==> config.mk <==
export PLATFORM = sky130hd
export DESIGN_NAME = mod_reload_timer
export DESIGN_NICKNAME = d
export VERILOG_FILES = /design/src/rtl/mrt_pkg.sv /design/src/rtl/mrt_prescaler.sv /design/src/rtl/mrt_counter.sv /design/src/rtl/mrt_flag.sv /design/src/rtl/mod_reload_timer.sv
export SDC_FILE = /design/constraint.sdc
export NUM_CORES = 1
export LEC_CHECK = 0
export BUFFER_PORTS_ARGS = -buffer_cell sky130_fd_sc_hd__buf_2
export CAP_MARGIN = 25
export CORE_UTILIZATION = 52
export DETAILED_ROUTE_END_ITERATION = 10
export GPL_ROUTABILITY_DRIVEN = 0
export PLACE_DENSITY_LB_ADDON = 0.08
export SYNTH_ARGS = -nofsm -noshare
export SYNTH_HDL_FRONTEND = slang
export SYNTH_SLANG_ARGS = --single-unit
export TNS_END_PERCENT = 30
==> constraint.sdc <==
create_clock -name clk -period 2.5 [get_ports clk]
set_input_delay 0 -clock clk [delete_from_list [all_inputs] [get_ports clk]]
set_output_delay 0 -clock clk [all_outputs]
set_load 0.01 [all_outputs]
==> src/rtl/mrt_pkg.sv <==
package mrt_pkg;
  localparam int unsigned OFS_CTRL  = 'h00;
  localparam int unsigned OFS_COUNT = 'h04;
  localparam int unsigned OFS_LIMIT = 'h08;
  localparam int unsigned OFS_START = 'h4C;

  localparam int unsigned BIT_SEL_LO = 3;
  localparam int unsigned BIT_SEL_HI = 4;
  localparam int unsigned BIT_IRQ_EN = 6;
  localparam int unsigned BIT_FLAG   = 7;

  typedef enum logic [1:0] {
    SRC_OFF   = 2'd0,
    SRC_SYS   = 2'd1,
    SRC_FIXED = 2'd2,
    SRC_EXT   = 2'd3
  } src_sel_e;
endpackage

==> src/rtl/mrt_prescaler.sv <==
module mrt_prescaler #(
  parameter int unsigned PS_W = 3
) (
  input  logic            clk,
  input  logic            rst_n,
  input  logic            src_tick,
  input  logic            restart,
  input  logic [PS_W-1:0] exp_sel,
  output logic            tick
);
  localparam int unsigned DIV_W = (1 << PS_W) - 1;

  logic [DIV_W-1:0] phase_q, phase_d, mask;

  always_comb begin
    for (int i = 0; i < DIV_W; i++) mask[i] = (i < int'(exp_sel));
  end

  assign tick = src_tick && ((phase_q & mask) == mask);

  always_comb begin
    phase_d = phase_q;
    if (restart)       phase_d = '0;
    else if (src_tick) phase_d = phase_q + DIV_W'(1);
  end

  always_ff @(posedge clk or negedge rst_n) begin
    if (!rst_n) phase_q <= '0;
    else        phase_q <= phase_d;
  end
endmodule

==> src/rtl/mrt_counter.sv <==
module mrt_counter #(
  parameter int unsigned CNT_W = 16
) (
  input  logic             clk,
  input  logic             rst_n,
  input  logic             tick,
  input  logic             load,
  input  logic [CNT_W-1:0] start_val,
  input  logic [CNT_W-1:0] limit,
  output logic [CNT_W-1:0] count,
  output logic             wrap
);
  logic [CNT_W-1:0] cnt_q, cnt_d;

  assign wrap  = tick && !load && (cnt_q == limit);
  assign count = cnt_q;

  always_comb begin
    cnt_d = cnt_q;
    if (load || wrap) cnt_d = start_val;
    else if (tick)    cnt_d = cnt_q + CNT_W'(1);
  end

  always_ff @(posedge clk or negedge rst_n) begin
    if (!rst_n) cnt_q <= '0;
    else        cnt_q <= cnt_d;
  end
endmodule

==> src/rtl/mrt_flag.sv <==
module mrt_flag (
  input  logic clk,
  input  logic rst_n,
  input  logic set_evt,
  input  logic clr_wr,
  input  logic rd_seen,
  output logic flag,
  output logic armed
);
  logic flag_q, flag_d, armed_q, armed_d;

  always_comb begin
    flag_d = flag_q;
    if (set_evt)               flag_d = 1'b1;
    else if (clr_wr && armed_q) flag_d = 1'b0;
  end

  always_comb begin
    armed_d = armed_q;
    if (clr_wr)                 armed_d = 1'b0;
    else if (rd_seen && flag_q) armed_d = 1'b1;
  end

  always_ff @(posedge clk or negedge rst_n) begin
    if (!rst_n) begin
      flag_q  <= 1'b0;
      armed_q <= 1'b0;
    end else begin
      flag_q  <= flag_d;
      armed_q <= armed_d;
    end
  end

  assign flag  = flag_q;
  assign armed = armed_q;
endmodule

==> src/rtl/mod_reload_timer.sv <==
module mod_reload_timer
  import mrt_pkg::*;
#(
  parameter int unsigned DATA_W = 32,
  parameter int unsigned CNT_W  = 16,
  parameter int unsigned PS_W   = 3,
  parameter int unsigned ADDR_W = 7
) (
  input  logic              clk,
  input  logic              rst_n,
  input  logic              fixed_tick,
  input  logic              ext_tick,
  input  logic              bus_wr,
  input  logic              bus_rd,
  input  logic [ADDR_W-1:0] bus_addr,
  input  logic [DATA_W-1:0] bus_wdata,
  output logic [DATA_W-1:0] bus_rdata,
  output logic              irq
);
  logic hit_ctrl, hit_count, hit_limit, hit_start;
  assign hit_ctrl  = (bus_addr == ADDR_W'(OFS_CTRL));
  assign hit_count = (bus_addr == ADDR_W'(OFS_COUNT));
  assign hit_limit = (bus_addr == ADDR_W'(OFS_LIMIT));
  assign hit_start = (bus_addr == ADDR_W'(OFS_START));

  logic ctrl_wr, cnt_wr, clr_wr, rd_seen;
  assign ctrl_wr = bus_wr && hit_ctrl;
  assign cnt_wr  = bus_wr && hit_count;
  assign clr_wr  = ctrl_wr && !bus_wdata[BIT_FLAG];
  assign rd_seen = bus_rd && hit_ctrl;

  // configuration registers
  logic [PS_W-1:0]   exp_q, exp_d;
  src_sel_e          sel_q, sel_d;
  logic              irq_en_q, irq_en_d;
  logic [DATA_W-1:0] limit_q, limit_d;
  logic [CNT_W-1:0]  start_q, start_d;

  always_comb begin
    exp_d    = exp_q;
    sel_d    = sel_q;
    irq_en_d = irq_en_q;
    limit_d  = limit_q;
    start_d  = start_q;
    if (ctrl_wr) begin
      exp_d    = bus_wdata[PS_W-1:0];
      sel_d    = src_sel_e'(bus_wdata[BIT_SEL_HI:BIT_SEL_LO]);
      irq_en_d = bus_wdata[BIT_IRQ_EN];
    end
    if (bus_wr && hit_limit) limit_d = bus_wdata;
    if (bus_wr && hit_start) start_d = bus_wdata[CNT_W-1:0];
  end

  always_ff @(posedge clk or negedge rst_n) begin
    if (!rst_n) begin
      exp_q    <= '0;
      sel_q    <= SRC_OFF;
      irq_en_q <= 1'b0;
      limit_q  <= '0;
      start_q  <= '0;
    end else begin
      exp_q    <= exp_d;
      sel_q    <= sel_d;
      irq_en_q <= irq_en_d;
      limit_q  <= limit_d;
      start_q  <= start_d;
    end
  end

  // source select
  logic src_tick;
  always_comb begin
    unique case (sel_q)
      SRC_SYS:   src_tick = 1'b1;
      SRC_FIXED: src_tick = fixed_tick;
      SRC_EXT:   src_tick = ext_tick;
      default:   src_tick = 1'b0;
    endcase
  end

  logic cnt_tick;
  mrt_prescaler #(.PS_W(PS_W)) u_pre (
    .clk      (clk),
    .rst_n    (rst_n),
    .src_tick (src_tick),
    .restart  (ctrl_wr),
    .exp_sel  (exp_q),
    .tick     (cnt_tick)
  );

  logic [CNT_W-1:0] limit_lo, cnt_val;
  logic             ovf;
  assign limit_lo = limit_q[CNT_W-1:0];

  mrt_counter #(.CNT_W(CNT_W)) u_cnt (
    .clk       (clk),
    .rst_n     (rst_n),
    .tick      (cnt_tick),
    .load      (cnt_wr),
    .start_val (start_q),
    .limit     (limit_lo),
    .count     (cnt_val),
    .wrap      (ovf)
  );

  logic flag, armed;
  mrt_flag u_flag (
    .clk     (clk),
    .rst_n   (rst_n),
    .set_evt (ovf),
    .clr_wr  (clr_wr),
    .rd_seen (rd_seen),
    .flag    (flag),
    .armed   (armed)
  );

  assign irq = flag && irq_en_q;

  // read mux
  always_comb begin
    bus_rdata = '0;
    if (hit_ctrl) begin
      bus_rdata[PS_W-1:0]              = exp_q;
      bus_rdata[BIT_SEL_HI:BIT_SEL_LO] = sel_q;
      bus_rdata[BIT_IRQ_EN]            = irq_en_q;
      bus_rdata[BIT_FLAG]              = flag;
    end else if (hit_count) begin
      bus_rdata[CNT_W-1:0] = cnt_val;
    end else if (hit_limit) begin
      bus_rdata = limit_q;
    end else if (hit_start) begin
      bus_rdata[CNT_W-1:0] = start_q;
    end
  end
endmodule

Yosys cells after proc, flatten, opt, wreduce, memory -nomap -nowiden --
Index checks and enable logic that the tools add are counted.
Word-level totals: register bits 79, latch bits 0, memory bits (writable) 0, ROM bits 0, input bits 45, output and inout port bits 33, word-level logic and storage cells 65, memories 0
Operators by class: add/sub/neg operators 2, $mul 0, divide/modulo/power cells 0, magnitude comparators 7, equality and inequality tests 8, shift-type cells 0, multiplexer cells 18, bitwise gates (word level) 1, reductions and logical operators 20
Operators by type and width (count):
- 16-bit two-way mux | 7
- 24-bit two-way mux | 1
- 16-bit by 1-bit adder with 16-bit output (second input constant) | 1
- 16-bit == test | 1
- 7-bit two-way mux | 2
- 1-bit logical AND | 12
- 3-bit less-than comparator (first input constant) | 3
- 2-bit nonzero test | 4
- 7-bit by 1-bit adder with 7-bit output (second input constant) | 1
- 7-bit AND | 1
- 7-bit by 3-bit == test with 1-bit output (second input constant) | 1
- 7-bit by 4-bit == test with 1-bit output (second input constant) | 1
- 7-bit == test | 1
- 7-bit == test (second input constant) | 1
- 7-bit logical NOT | 1
- 1-bit by 3-bit less-than comparator with 1-bit output (first input constant) | 2
- 2-bit by 3-bit less-than comparator with 1-bit output (first input constant) | 2
- 1-bit two-way mux | 5
- 5-bit two-way mux | 1
- 2-bit == test (second input constant) | 2
- 1-bit case mux with 3 select lines | 1
- 2-bit by 1-bit == test with 1-bit output (second input constant) | 1
- 1-bit logical NOT | 2
- 2-bit two-way mux | 1
- 1-bit logical OR | 1

Depth between registers and ports, before layout --
Gate-level depths: netlist of run 1.
depth after elaboration 8, depth in mapped cells 8, depth with buffers taken out 7

Modules after synthesis --
A second synthesis of run 1 with hierarchy kept.
Second synthesis, totals: cell total of the unflattened synthesis 384, area total of the unflattened synthesis 4375.4 um2
By module, submodules not included:
- mod_reload_timer | instances 1, cells an instance 236, area an instance 2780.2 um2, sequential area each 1351.3 um2
- mrt_counter | instances 1, cells an instance 102, area an instance 1153.6 um2, sequential area each 400.4 um2
- mrt_prescaler | instances 1, cells an instance 40, area an instance 371.6 um2, sequential area each 175.2 um2
- mrt_flag | instances 1, cells an instance 6, area an instance 70.1 um2, sequential area each 50.0 um2

Least setup slack after synthesis of run 1 --
OpenSTA, ideal clock, no wires.
path type reg2reg, from reg u_cnt.cnt_q[7], in the netlist u_cnt.count[7], to reg u_cnt.cnt_q[14], in the netlist u_cnt.count[14], setup time 126 ps, arrival 1820 ps, data required time 2374 ps, path slack 554 ps, stages on the path, launching flop included 8, buffers on the path 1, period minus slack after synthesis 1946 ps, cells stage by stage dfrtp_1 -> clkbuf_1 -> xor2_1 -> nor4_1 -> nand4_2 -> nand2_8 -> nor3_4 -> a221o_1
On the way: longest elaborated chain between the ends 4, elaborated cells on any way between the ends 7, classes of those cells add/sub (1); eq/ne (1); mux (2); reduce/logical (3)
RTL lines:
- from (decl) | RTL line mrt_counter.sv:13 | logic [CNT_W-1:0] cnt_q, cnt_d;
- from (signal assigned) | RTL line mrt_counter.sv:26 | else cnt_q <= cnt_d;
- parallel branches: the longest is 4 deep, another holds 16-bit by 1-bit adder with 16-bit output
Several ways; the timed one is not identified. The select of a mux whose other input is x is not followed. A chain may end at the register's enable or synchronous reset.

Worst setup path after layout of run 1 --
from reg u_pre.phase_q[2], to reg u_cnt.cnt_q[9], in the netlist u_cnt.count[9]
On the way: longest elaborated chain between the ends 7, elaborated cells on any way between the ends 8, classes of those cells eq/ne (1); mux (1); bitwise (1); reduce/logical (5)
RTL lines:
- from (decl) | RTL line mrt_prescaler.sv:13 | logic [DIV_W-1:0] phase_q, phase_d, mask;
- from (signal assigned) | RTL line mrt_prescaler.sv:29 | else phase_q <= phase_d;
- 7-bit AND * | RTL line mrt_prescaler.sv:19 | assign tick = src_tick && ((phase_q & mask) == mask);
- 7-bit == test * | RTL line mrt_prescaler.sv:19
- 1-bit logical AND * | RTL line mrt_prescaler.sv:19
- 1-bit logical AND (2 in series) | RTL line mrt_counter.sv:15 | assign wrap = tick && !load && (cnt_q == limit);
- 1-bit logical OR | RTL line mrt_counter.sv:20 | if (load || wrap) cnt_d = start_val;
- 16-bit two-way mux or 2-bit nonzero test (tied branches)
Every way passes the cells marked *; elsewhere a longest branch is shown, timed or not.

==> flow_metrics.tcl, run 1 <==
set metrics [dict create \
    mostFrequentLayoutCells "dfrtp_1, buf_2, mux2_2" \
    r2r-end "u_cnt.count[9]" \
    overflow 0 \
    cts.sinks 79 \
    synthArstFlopShare 1.000 \
    h-tree-depth 3 \
    ir_drop_v 0.0004420 \
    cp.arrival_ps 2540 \
    drt_iter0_markers 316 \
    hold_viol 5 \
    synth_seq_area_share 0.4651 \
    critPathKind "register to register" \
    vias 3591 \
    placementRows 32 \
    hold_class "input pin to async pin" \
    drcViolationCount 0 \
    critPathMaxFanout 18 \
    fin_crit_ps 2279 \
    synth_edf_count 0 \
    syn_inst 399 \
    synth_ff_type "dfrtp_1" \
    intPower_uw 2301 \
    syn_avg_cell_area_um2 10.65 \
    cp.required_ps 2760 \
    hold_slack_ps -4.913 \
    grt_pass1_wl_um 18040 \
    antenna_found_initial 0 \
    finalCritPeriodShare 0.9118 \
    power.switching_uw 1005 \
    nets 566 \
    grt_pass1_vias 3675 \
    p_leak_uw 0.002781 \
    syn-num-nets 446 \
    status "finished, violations left" \
    worstMarginPinSlew_ps 900.8 \
    hpwlAfterDp_um 7396 \
    place_area_um2 4788 \
    drv_cap 0 \
    die_h_um 92.41 \
    grt_max_degree 80 \
    p_sw_frac 0.3039 \
    r2r-start "u_pre.phase_q[2]" \
    yosys_warnings 0 \
    endpoint_kind "register" \
    die_x_um 92.41 \
    insertedDiodeCount 0 \
    setup_viol_count_final 0 \
    final_common_cell "dfrtp_1" \
    synth.distinct_cells 52 \
    rsz0062_at_grt "no" \
    drive_above_1_share 0.3327 \
    reg2reg_slack_ps 220 \
    pwr-share-clk 0.315 \
    root_buffer "clkbuf_8" \
    grt_usage 0.2743 \
    seq_power_share 0.494 \
    post-cts-setup-buffers 0 \
    cp-start-kind "register" \
    ys_ff_latch 79 \
    critPathLaunch "u_pre.phase_q[2]" \
    port_buffers 77 \
    wirelength_um 11250 \
    stdcell_area_um2 5376 \
    drv_slew 0 \
    powerDensity_nw_per_um2 614.9 \
    cts_buffers 9 \
    cts_tree "done" \
    ios 78 \
    clk_latency_ps 350 \
    finalNonFillerCells 625 \
    netlist_area_um2 4250 \
    relSlewSlack 0.3976 \
    dr.pass1.iters 6 \
    core_area_um2 7807 \
    violations "negative hold slack" \
    skew_ps 9.620 \
    wire_per_inst_um 17.99 \
    die_area_um2 8540 \
    postRouteAntennaNets 0 \
    combPwrFrac 0.191 \
    initial_core_util 0.5444 \
    final.setup.tns_ps 0 \
    syn_to_final_growth_pct 26.49 \
    clk_pin_slew_ps 80 \
    dp.cells 574 \
    cts.path.max_buffers 2 \
    timing.fmax_mhz 438.7 \
    avgViaCountPerCell 5.746 \
    worstRegToRegCells 6 \
]
## critical path, stage by stage, from the launching register on
cell      delay (ps)
dfrtp_1          440
nand2b_1         170
a21o_1           180
and3_1           250
a31oi_2          770
nor2_1           110
a311oi_2         270
## flip-flops by register name, indices dropped and copies added, names as in the netlist
name           flops
exp_q              3
irq_en_q           1
limit_q           32
sel_q              2
start_q           16
u_cnt.count       16
u_flag.armed       1
u_flag.flag        1
u_pre.phase_q      7
## timing repair
action | CTS | global route
gates resized for setup | 0 | 0
endpoints found under the hold margin | 134 | 0
hold buffers | 35 | 0
## metal layers
metal	GRT usage	share of wire	wire, um
met5	0	0	0
met4	0.1055	0.021	238
met3	0.03777	0.044	500
met2	0.4593	0.49	5457
met1	0.3612	0.45	5049
## kinds of logic after synthesis
logic type      Yosys count  share of synthesized area
compound gates           76                     0.1336
flops                    79                     0.4651
simple gates            138                     0.1819
fa+ha+maj                 2                   0.005887
buf+inv                  29                    0.02973
xor+xnor                 25                    0.05152
mux                      50                     0.1322
## synth_stat cells, types with 2 or more instances
library cell	n	share of area
a31oi_2	2	0.0059
nand4_1	6	0.0088
mux2_2	49	0.13
inv_1	12	0.011
a211oi_1	8	0.014
or3_1	2	0.0029
clkbuf_1	8	0.0071
ha_1	2	0.0059
o22ai_1	5	0.0074
nand3_1	11	0.013
a221o_1	2	0.0047
nand2_8	2	0.0094
o21ai_0	12	0.014
nand2_1	37	0.033
a222oi_1	6	0.014
and2_1	19	0.028
a21oi_1	15	0.018
nand2b_1	8	0.012
and3_1	3	0.0044
a22oi_1	9	0.016
a31o_2	2	0.0041
nor2_2	2	0.0029
xnor2_1	4	0.0082
xor2_1	21	0.043
a21o_1	3	0.0053
nor4_1	8	0.012
nor3_1	5	0.0059
a31oi_1	2	0.0029
buf_2	8	0.0094
nor2_1	26	0.023
dfrtp_1	79	0.47
## power groups by stage
stage	Combinational (uW)	Sequential, uW	Clock [uW]
after global placement	562	1640	0
after global routing	698	1660	1090
after CTS	624	1630	1050
after floorplan	412	1600	0
final	632	1630	1040
after detailed placement	580	1650	0
## final cells by class
type / count / area, um^2
Multi-Input combinational cell: 291 / 2153
Fill cell: 619 / 2431
Clock buffer: 9 / 123.9
Tap cell: 102 / 127.6
Timing Repair Buffer: 126 / 863.3
Inverter: 12 / 45.04
Clock inverter: 6 / 86.33
Sequential cell: 79 / 1977
## metrics by stage
| step | util | setup WS (ps) | total power, uW |
|---|---|---|---|
| finish | 0.6886 | 220.5 | 3306 |
| global route | 0.6886 | 76.60 | 3443 |
| CTS | 0.6851 | 235.3 | 3302 |
| detailed placement | 0.6133 | 250.5 | 2234 |
| global placement | 0.6133 | 284.9 | 2206 |
| floorplan | - | 554.1 | 2009 |
## worst max-delay path by stage
stage	slack, ps	to
2_1_floorplan	550	u_cnt.count[14]
3_3_place_gp	280	u_cnt.count[9]
3_5_place_dp	250	u_cnt.count[9]
4_1_cts	240	u_cnt.count[9]
5_1_grt	80	u_cnt.count[9]
6_report	220	u_cnt.count[9]
(Power assumes the default switching activity.)
==> run 2: changes to the inputs <==
==> constraint.sdc (replaced) <==
create_clock -name clk -period 2.5 [get_ports clk]
set_input_delay 0 -clock clk [delete_from_list [all_inputs] [get_ports clk]]
set_output_delay 0 -clock clk [all_outputs]
set_load 0.02 [all_outputs]
==> flow_metrics.tcl, run 2 (synthesized netlist as in run 1, its figures left out) <==
set metrics [dict create \
    syn_to_final_growth_pct 26.44 \
    hpwlAfterDp_um 7357 \
    mostFrequentLayoutCells "dfrtp_1, buf_2, mux2_2" \
    initial_core_util 0.5444 \
    crit_path_top_delay_cell "nor4_1" \
    grt_pass1_vias 3664 \
    rsz0062_at_grt "no" \
    grt_pass1_wl_um 18390 \
    crit_buf_inv 0 \
    multiInputGateArea_um2 2162 \
    largest_reg_flops 32 \
    worstRegToRegCells 6 \
    cts.path.max_buffers 2 \
    die_x_um 92.41 \
    skew_ps 10.57 \
    drv_cap 0 \
    nFillCells 616 \
    core_area_um2 7807 \
    min_path_cells 4 \
    grt_usage 0.2787 \
    powerDensity_nw_per_um2 606.9 \
    vias 3595 \
    setup_viol_count_final 0 \
    grt_max_degree 80 \
    postRouteAntennaNets 0 \
    regMostFlops "limit_q" \
    insertedDiodeCount 0 \
    post-cts-setup-buffers 0 \
    final.setup.tns_ps 0 \
    cts_buffers 9 \
    dp.cells 574 \
    hold_class "input pin to register" \
    overflow 0 \
    cts.sinks 79 \
    timing.fmax_mhz 444.4 \
    drt_iter0_markers 295 \
    die_h_um 92.41 \
    placementRows 32 \
    ir_drop_v 0.0003413 \
    cp.arrival_ps 2500 \
    clk_latency_ps 350 \
    final_common_cell "dfrtp_1" \
    dr.pass1.iters 5 \
    critPathMaxFanout 10 \
    cp.required_ps 2750 \
    wire_per_inst_um 17.55 \
    worstMarginPinSlew_ps 830.4 \
    root_buffer "clkbuf_8" \
    h-tree-depth 3 \
    port_buffers 77 \
    path_cells "xor2_1, nor4_1, nand4_2, nand2_8, nor3_4, a221o_1" \
    cpPeakStageDelay_ps 550 \
    wirelength_um 10990 \
    cts_tree "done" \
    die_area_um2 8540 \
    fin_crit_ps 2250 \
    relSlewSlack 0.4451 \
    antenna_found_initial 0 \
    seqCellArea_um2 1977 \
    avgViaCountPerCell 5.743 \
    p_leak_uw 0.002777 \
    crit_cells 6 \
    finalCritPeriodShare 0.9001 \
    nets 566 \
    drive_above_1_share 0.3340 \
    drcViolationCount 0 \
    critPathKind "register to register" \
    crit_family "simple AND/OR/NAND/NOR gates" \
    hold_viol 0 \
    finalNonFillerCells 626 \
    clk_pin_slew_ps 90 \
    drv_slew 0 \
    ios 78 \
    status "complete, no violations" \
    hold_slack_ps 122.5 \
    cp-start-kind "register" \
    endpoint_kind "register" \
]
[run 2: final timing paths]
| kind | from | endpoint | slack, ps |
|---|---|---|---|
| setup / recovery | u_cnt.count[6] | u_cnt.count[14] | 250 |
| hold / removal | bus_wr | u_cnt.count[1] | 120 |
| setup reg to reg | u_cnt.count[6] | u_cnt.count[14] | 250 |
| hold reg to reg | limit_q[26] | limit_q[26] | 500 |
| max in group asynchronous | rst_n | u_cnt.count[11] | 1760 |
| min in group asynchronous | rst_n | u_pre.phase_q[0] | 130 |
[run 2: routing by layer]
layer / track usage / vias up / wire [um]
met5: 0 / - / 0
met4: 0.09375 / 0 / 212
met3: 0.05337 / 20 / 627
met2: 0.4586 / 134 / 5357
met1: 0.3692 / 1757 / 4789
li1: - / 1684 / -
[run 2: power by group]
part           leakage (uW)  switching [uW]  internal (uW)
Sequential          0.00103             188           1440
Combinational       0.00164             327            302
Clock              0.000103             507            494
Total               0.00278            1020           2240
[run 2: what timing repair did]
action,CTS,global route
hold buffers,35,0
endpoints found under the setup margin,0,1
resized for setup,0,1
endpoints found under the hold margin,134,0
[run 2: area by class of cell]
cell class	instances	share of cell area
multi-input combinational	291	0.4023
tap	102	0.02375
clock buffer	10	0.02561
inverter	12	0.008382
sequential	79	0.3679
timing repair buffer	126	0.1593
clock inverter	6	0.01281
[run 2: stage by stage]
| step | setup slack [ps] | cell area, um^2 | power [uW] | utilization |
|---|---|---|---|---|
| floorplan | 554.1 | 4250 | 2010 | - |
| global placement | 287.0 | 4788 | 2207 | 0.6133 |
| detailed placement | 223.2 | 4788 | 2230 | 0.6133 |
| CTS | 194.3 | 5345 | 3261 | 0.6846 |
| global route | 28.01 | 5374 | 3439 | 0.6883 |
| finish | 249.8 | 5374 | 3261 | 0.6883 |
[run 2: worst register-to-register path, delay by kind of cell, from the launching register on]
kind,cells,cell delay (ps)
AOI/OAI and AO/OA,1,320
xor gates and xnor gates,1,160
DFF,1,430
and+or+nand+nor,4,1240
